`src/rtl/ata_cfg_pkg.sv`:
```
package ata_cfg_pkg;

    localparam logic [1:0] SEL_FEAT = 2'd0;
    localparam logic [1:0] SEL_SCNT = 2'd1;
    localparam logic [1:0] SEL_CMD  = 2'd2;

    localparam logic [7:0] CMD_SET_FEAT = 8'hEF;
    localparam logic [7:0] CMD_SET_MULT = 8'hC6;
    localparam logic [7:0] SUB_XFER     = 8'h03;

    typedef enum logic [1:0] {
        ST_IDLE = 2'd0,
        ST_CHK0 = 2'd1,
        ST_CHK1 = 2'd2
    } ctl_state_e;

    typedef enum logic [1:0] {
        OP_NOP  = 2'd0,
        OP_XFER = 2'd1,
        OP_MULT = 2'd2
    } cfg_op_e;

endpackage

```
`src/rtl/cfg_shadow_regs.sv`:
```
module cfg_shadow_regs
    import ata_cfg_pkg::*;
#(
    parameter int DW = 8
) (
    input  logic          clk,
    input  logic          rst_n,
    input  logic          wr,
    input  logic [1:0]    sel,
    input  logic [DW-1:0] wdata,
    input  logic          busy,
    output logic [DW-1:0] feat_q,
    output logic [DW-1:0] scnt_q
);

    always_ff @(posedge clk) begin
        if (!rst_n) begin
            feat_q <= '0;
            scnt_q <= '0;
        end else if (wr && !busy) begin
            if (sel == SEL_FEAT) feat_q <= wdata;
            if (sel == SEL_SCNT) scnt_q <= wdata;
        end
    end

endmodule

```
`src/rtl/xfer_mode_chk.sv`:
```
module xfer_mode_chk #(
    parameter int PIO_MAX   = 4,
    parameter int SWDMA_MAX = 2,
    parameter int MWDMA_MAX = 2,
    parameter int UDMA_MAX  = 2
) (
    input  logic [7:0] code,
    output logic       ok
);

    localparam logic [2:0] PIO_LIM = 3'(PIO_MAX);
    localparam logic [2:0] SW_LIM  = 3'(SWDMA_MAX);
    localparam logic [2:0] MW_LIM  = 3'(MWDMA_MAX);
    localparam logic [2:0] UD_LIM  = 3'(UDMA_MAX);

    logic [4:0] kind;
    logic [2:0] num;

    assign kind = code[7:3];
    assign num  = code[2:0];

    always_comb begin
        unique case (kind)
            5'b00000: ok = (num == 3'd0);
            5'b00001: ok = (num <= PIO_LIM);
            5'b00010: ok = (num <= SW_LIM);
            5'b00100: ok = (num <= MW_LIM);
            5'b01000: ok = (num <= UD_LIM);
            default:  ok = 1'b0;
        endcase
    end

endmodule

```
`src/rtl/blk_cnt_chk.sv`:
```
module blk_cnt_chk #(
    parameter int DW      = 8,
    parameter int MIN_LOG = 1,
    parameter int MAX_LOG = 5
) (
    input  logic [DW-1:0] cnt,
    output logic          valid,
    output logic          zero
);

    localparam int NHIT = MAX_LOG - MIN_LOG + 1;

    logic [NHIT-1:0] hit;

    for (genvar i = 0; i < NHIT; i++) begin : g_pow
        localparam int unsigned POW = 1 << (MIN_LOG + i);
        assign hit[i] = (cnt == DW'(POW));
    end

    assign valid = |hit;
    assign zero  = (cnt == '0);

endmodule

```
`src/rtl/ata_cfg_cmd.sv`:
```
module ata_cfg_cmd
    import ata_cfg_pkg::*;
#(
    parameter int DW        = 8,
    parameter int PIO_MAX   = 4,
    parameter int SWDMA_MAX = 2,
    parameter int MWDMA_MAX = 2,
    parameter int UDMA_MAX  = 2,
    parameter int BLK_MIN_LOG = 1,
    parameter int BLK_MAX_LOG = 5
) (
    input  logic          clk,
    input  logic          rst_n,
    input  logic          reg_wr,
    input  logic [1:0]    reg_sel,
    input  logic [DW-1:0] reg_wdata,
    input  logic          stat_rd,
    output logic          bsy,
    output logic          err,
    output logic          abrt,
    output logic          intrq,
    output logic [DW-1:0] xfer_mode,
    output logic          mult_en,
    output logic [DW-1:0] mult_cnt
);

    ctl_state_e    state_q, state_d;
    cfg_op_e       op_q;
    logic [DW-1:0] feat_q, scnt_q;
    logic          mode_ok, blk_ok, blk_zero;
    logic          cmd_hit, accept, done;

    cfg_shadow_regs #(.DW(DW)) u_shadow (
        .clk    (clk),
        .rst_n  (rst_n),
        .wr     (reg_wr),
        .sel    (reg_sel),
        .wdata  (reg_wdata),
        .busy   (bsy),
        .feat_q (feat_q),
        .scnt_q (scnt_q)
    );

    xfer_mode_chk #(
        .PIO_MAX   (PIO_MAX),
        .SWDMA_MAX (SWDMA_MAX),
        .MWDMA_MAX (MWDMA_MAX),
        .UDMA_MAX  (UDMA_MAX)
    ) u_mode (
        .code (scnt_q[7:0]),
        .ok   (mode_ok)
    );

    blk_cnt_chk #(
        .DW      (DW),
        .MIN_LOG (BLK_MIN_LOG),
        .MAX_LOG (BLK_MAX_LOG)
    ) u_blk (
        .cnt   (scnt_q),
        .valid (blk_ok),
        .zero  (blk_zero)
    );

    assign cmd_hit = (reg_wdata[7:0] == CMD_SET_FEAT) || (reg_wdata[7:0] == CMD_SET_MULT);
    assign accept  = reg_wr && (reg_sel == SEL_CMD) && cmd_hit && (state_q == ST_IDLE);
    assign done    = (state_q == ST_CHK1);
    assign bsy     = (state_q != ST_IDLE);

    // next state
    always_comb begin
        state_d = state_q;
        unique case (state_q)
            ST_IDLE: if (accept) state_d = ST_CHK0;
            ST_CHK0: state_d = ST_CHK1;
            ST_CHK1: state_d = ST_IDLE;
            default: state_d = ST_IDLE;
        endcase
    end

    // state register
    always_ff @(posedge clk) begin
        if (!rst_n) begin
            state_q <= ST_IDLE;
            op_q    <= OP_NOP;
        end else begin
            state_q <= state_d;
            if (accept) begin
                if (reg_wdata[7:0] == CMD_SET_MULT) op_q <= OP_MULT;
                else if (feat_q[7:0] == SUB_XFER)   op_q <= OP_XFER;
                else                                op_q <= OP_NOP;
            end
        end
    end

    // outputs, applied at completion
    always_ff @(posedge clk) begin
        if (!rst_n) begin
            err       <= 1'b0;
            abrt      <= 1'b0;
            intrq     <= 1'b0;
            xfer_mode <= '0;
            mult_en   <= 1'b0;
            mult_cnt  <= '0;
        end else if (done) begin
            intrq <= 1'b1;
            unique case (op_q)
                OP_XFER: begin
                    err  <= !mode_ok;
                    abrt <= !mode_ok;
                    if (mode_ok) xfer_mode <= scnt_q;
                end
                OP_MULT: begin
                    err      <= !blk_ok && !blk_zero;
                    abrt     <= !blk_ok && !blk_zero;
                    mult_en  <= blk_ok;
                    mult_cnt <= blk_ok ? scnt_q : '0;
                end
                default: begin
                    err  <= 1'b0;
                    abrt <= 1'b0;
                end
            endcase
        end else if (stat_rd) begin
            intrq <= 1'b0;
        end
    end

endmodule

```
`config.mk`:
```
export PLATFORM = sky130hd
export DESIGN_NAME = ata_cfg_cmd
export DESIGN_NICKNAME = d
export VERILOG_FILES = /design/src/rtl/ata_cfg_pkg.sv /design/src/rtl/cfg_shadow_regs.sv /design/src/rtl/xfer_mode_chk.sv /design/src/rtl/blk_cnt_chk.sv /design/src/rtl/ata_cfg_cmd.sv
export SDC_FILE = /design/constraint.sdc
export NUM_CORES = 1
export LEC_CHECK = 0
export CORE_MARGIN = 5
export CORE_UTILIZATION = 54
export CTS_CLUSTER_DIAMETER = 50
export CTS_CLUSTER_SIZE = 16
export DETAILED_ROUTE_END_ITERATION = 10
export PLACE_DENSITY = 0.8
export SLEW_MARGIN = 20
export SYNTH_ARGS = -nofsm -noshare
export SYNTH_HDL_FRONTEND = slang
export SYNTH_SLANG_ARGS = --single-unit
export TNS_END_PERCENT = 50
```
`constraint.sdc`:
```
create_clock -name clk -period 3.1 [get_ports clk]
set_input_delay 0.465 -clock clk [delete_from_list [all_inputs] [get_ports clk]]
set_output_delay 0.465 -clock clk [all_outputs]
set_load 0.01 [all_outputs]
```
==> key figures <==
Run status
  – Result of the run: completed

Power and ir drop
  – Total Power: 0.947 mW
  – Psw: 0.209 mW
  – Switching part of the total: 22.0%
  – Sequential fraction of design power: 54.8%
  – Clock network power share: 37.3%
  – Total leakage power: 0.751 nW
  – Combinational fraction of design power: 7.9%
  – Power density normalized to cell area: 433 nW/µm²
  – Highest ir drop seen on vdd: 0.000350 V
  – Internal power consumption: 0.738 mW

Route
  – WL/cell: 14.1 µm
  – Detailed-route wire length: 3.67 mm
  – Remaining number of nets flagged by the antenna check after routing: 0
  – Mean number of vias per cell: 5.52
  – Drt pass-1 iters: 5
  – Post-detailed-route DRC marker count: 0
  – Count of routing violations after the opening detailed-route iteration: 70
  – Vias: 1435

CTS
  – TritonCTS buffer count: 5
  – Post-CTS setup repair buffer count: 0
  – Worst-path clk slew: 110 ps
  – Buffers from clock root to sink, at most: 2
  – Post-CTS sizing: 0
  – Source-to-sink clock delay at the later pin of the worst-skew pair: 340 ps
  – Clk sink count: 39
  – Number of H-tree levels: 2
  – Number of buffers added to fix hold violations after cts: 0
  – CTS root buf: clkbuf_4
  – Clock tree from TritonCTS: done

Synth
  – Share of Yosys cell area claimed by the top area cell type: 44.7%
  – Proportion of synthesized chip area in sequential cells: 44.7%
  – Mean cell area of the mapped netlist: 9.50 µm²
  – Dominant cell type by area after synthesis: dfxtp_1
  – EDFF count, synth: 0
  – Share of synthesized registers carrying an async set or reset: 0%
  – Cells after Synth: 184
  – Total nets after synthesis: 200
  – Synth top area cells: dfxtp_1 45%, mux2i_1 9.2%, nor2b_1 5.7%
  – Flops & latches, synth: 39
  – Post-synthesis instance area: 1750 µm²
  – Dominant register cell in the synthesized netlist: dfxtp_1
  – Count of cell types in the netlist: 42
  – Yosys warning total: 0

Worst hold path
  – Hold Crit Class: register to register
  – Hold Path Depth: 2
  – Startpoint of the tightest hold check path: xfer_mode[7]$_SDFFE_PN0P_
  – Endpoint with the worst hold slack: xfer_mode[7]$_SDFFE_PN0P_

Timing
  – Aggregate negative setup slack: 0 ps
  – Max-slew violations: 0
  – Worst Clk Skew: 9.88 ps
  – Worst hold margin: 459 ps
  – Final setup vio count: 0
  – Setup repair after global routing missed its margin: no
  – Worst slew margin: 50.9%
  – Count of endpoints failing hold in the final timing report: 0
  – F_max: 477 MHz
  – Worst Tran Pin Value: 736 ps
  – Minimum period implied by the final worst setup slack: 2100 ps
  – Portion of the clock cycle consumed by the worst path in the final layout: 67.6%

Cells and area
  – Most frequent cells in the layout: 39 x dfxtp_1, 34 x clkdlybuf4s50_1, 19 x nand2_1, 16 x nor2b_1, 16 x mux2i_1
  – Area of the multi-input gates: 900 µm²
  – Signed area change from the synthesized netlist to the final layout: 25.0%
  – Leading cell type in the layout, fill and taps excluded: dfxtp_1
  – Number of diodes: 0
  – Register area: 781 µm²
  – Count of non-filler cells in the finished layout: 260
  – Number of inserted filler cells in the final layout: 247
  – Post-layout nets: 231
  – Layout cells sized above 1: 8.33%

GRT
  – Number of global-route vias before repair: 1428
  – Initial antenna violation count: 0
  – Total congestion overflow after global routing: 0
  – Wire length of the first global-routing pass: 6.38 mm
  – All-Layer GR Usage: 18.8%
  – Maximum number of pins on one net before global-route repair: 24

Die
  – Die width: 66.9 µm
  – DIE AREA: 4470 µm²
  – Initial core utilization: 56.8%
  – Std cell rows: 20
  – Height of the die: 66.9 µm
  – I/O pin count: 35
  – Placeable Area: 3080 µm²

Worst setup path
  – Arrival time of data at the critical path endpoint: 2320 ps
  – Element type at the critical path start: input pin
  – Crit Path Class: input pin to register
  – Cell chain of the critical path: clkdlybuf4s50_1 -> or3b_2 -> nor2_1 -> nand2_1 -> nand2_1 -> a21boi_0
  – Cell repeated most along the worst path: nand2_1
  – Biggest cell delay along the critical path: 500 ps
  – Cell with the largest stage delay on the worst path: or3b_2
  – Largest fanout on the critical path: 9
  – Flop2flop setup slack: 1050 ps
  – Data required time of the worst path: 3330 ps
  – Cell depth of the worst flop-to-flop path: 5
  – Launch point of the worst reg-to-reg path: u_shadow.scnt_q[1]$_SDFFE_PN0P_
  – Worst setup EP type: register
  – Capture point of the worst reg-to-reg path: xfer_mode[5]$_SDFFE_PN0P_

Job
  – Max-cap viol count: 0

Placement
  – Cell count after placement: 252
  – Quantity of I/O buffers inserted on ports: 34
  – HPWL Detailed: 2.79 mm
  – Routability congestion estimate: 0.746
## metal layers
layer  wire [µm]  track usage, %
met2        1910            31.6
met5           0               0
met1        1530            21.2
met4          88            10.6
met3         139            5.06
## cells in the mapped netlist (2+ instances only)
library cell,count
clkbuf_1,7
nor4_1,2
a32o_1,3
dfxtp_1,39
nor3_1,3
nor2_1,11
nor2b_1,16
a21boi_0,11
buf_2,3
inv_1,2
nand2_1,19
mux2i_1,16
and2_1,2
nand3_1,12
o21ai_0,4
nand2b_1,2
and3_1,6
ha_1,2
## power groups by stage
stage,combinational (mW),clock (mW),sequential [mW]
CTS,0.0751,0.362,0.519
global route,0.0829,0.391,0.520
global placement,0.0720,0,0.529
finish,0.0749,0.353,0.519
detailed placement,0.0743,0,0.530
floorplan,0.0505,0,0.523
## kinds of logic after synthesis
group,share of synthesized area (%)
multiplexers,9.81
AO/OA/AOI/OAI,13.0
flip-flops,44.7
buffers and inverters,3.87
adder cells (fa/ha/maj),2.65
AND/OR/NAND/NOR,25.1
XOR/XNOR,1.00
## stage by stage
| step | worst slack [ps] | util [%] | area, µm² |
|---|---|---|---|
| after floorplan | 1290 | - | 1750 |
| after global placement | 752 | 68.2 | 2100 |
| after detailed placement | 676 | 68.2 | 2100 |
| after CTS | 1010 | 71.0 | 2180 |
| after global routing | 842 | 71.0 | 2180 |
| final | 1000 | 71.0 | 2180 |
## critical path, delay by kind of cell
family	cells	cell delay (ps)
buffers and inverters	1	440
AOI/OAI and AO/OA	1	100
and+or+nand+nor	4	1320
## how the worst max path moves through the flow
stage | end | from | slack, ps | cells after the start
2_1_floorplan | xfer_mode[0]$_SDFFE_PN0P_ | u_shadow.scnt_q[2]$_SDFFE_PN0P_ | 1290 | 6
3_3_place_gp | u_shadow.scnt_q[2]$_SDFFE_PN0P_ | reg_wr | 750 | 6
3_5_place_dp | u_shadow.scnt_q[7]$_SDFFE_PN0P_ | reg_wr | 680 | 6
4_1_cts | xfer_mode[5]$_SDFFE_PN0P_ | u_shadow.scnt_q[1]$_SDFFE_PN0P_ | 1010 | 5
5_1_grt | u_shadow.scnt_q[7]$_SDFFE_PN0P_ | reg_wr | 840 | 6
6_report | u_shadow.scnt_q[7]$_SDFFE_PN0P_ | reg_wr | 1000 | 6
## registers in the layout, summed over array words and instances (netlist names)
name	flops
abrt	1
intrq	1
mult_cnt	8
mult_en	1
op_q	2
state_q	2
u_shadow.feat_q	8
u_shadow.scnt_q	8
xfer_mode	8
## final cells by class
type / instances / area share [%]
flip-flops and latches: 39 / 35.7
repair buffers: 36 / 16.3
multi-input cells: 131 / 41.2
inverters: 2 / 0.344
well taps: 44 / 2.52
clock inverters: 2 / 1.60
clock buffers: 6 / 2.35
Power figures use the tool's default switching activity.
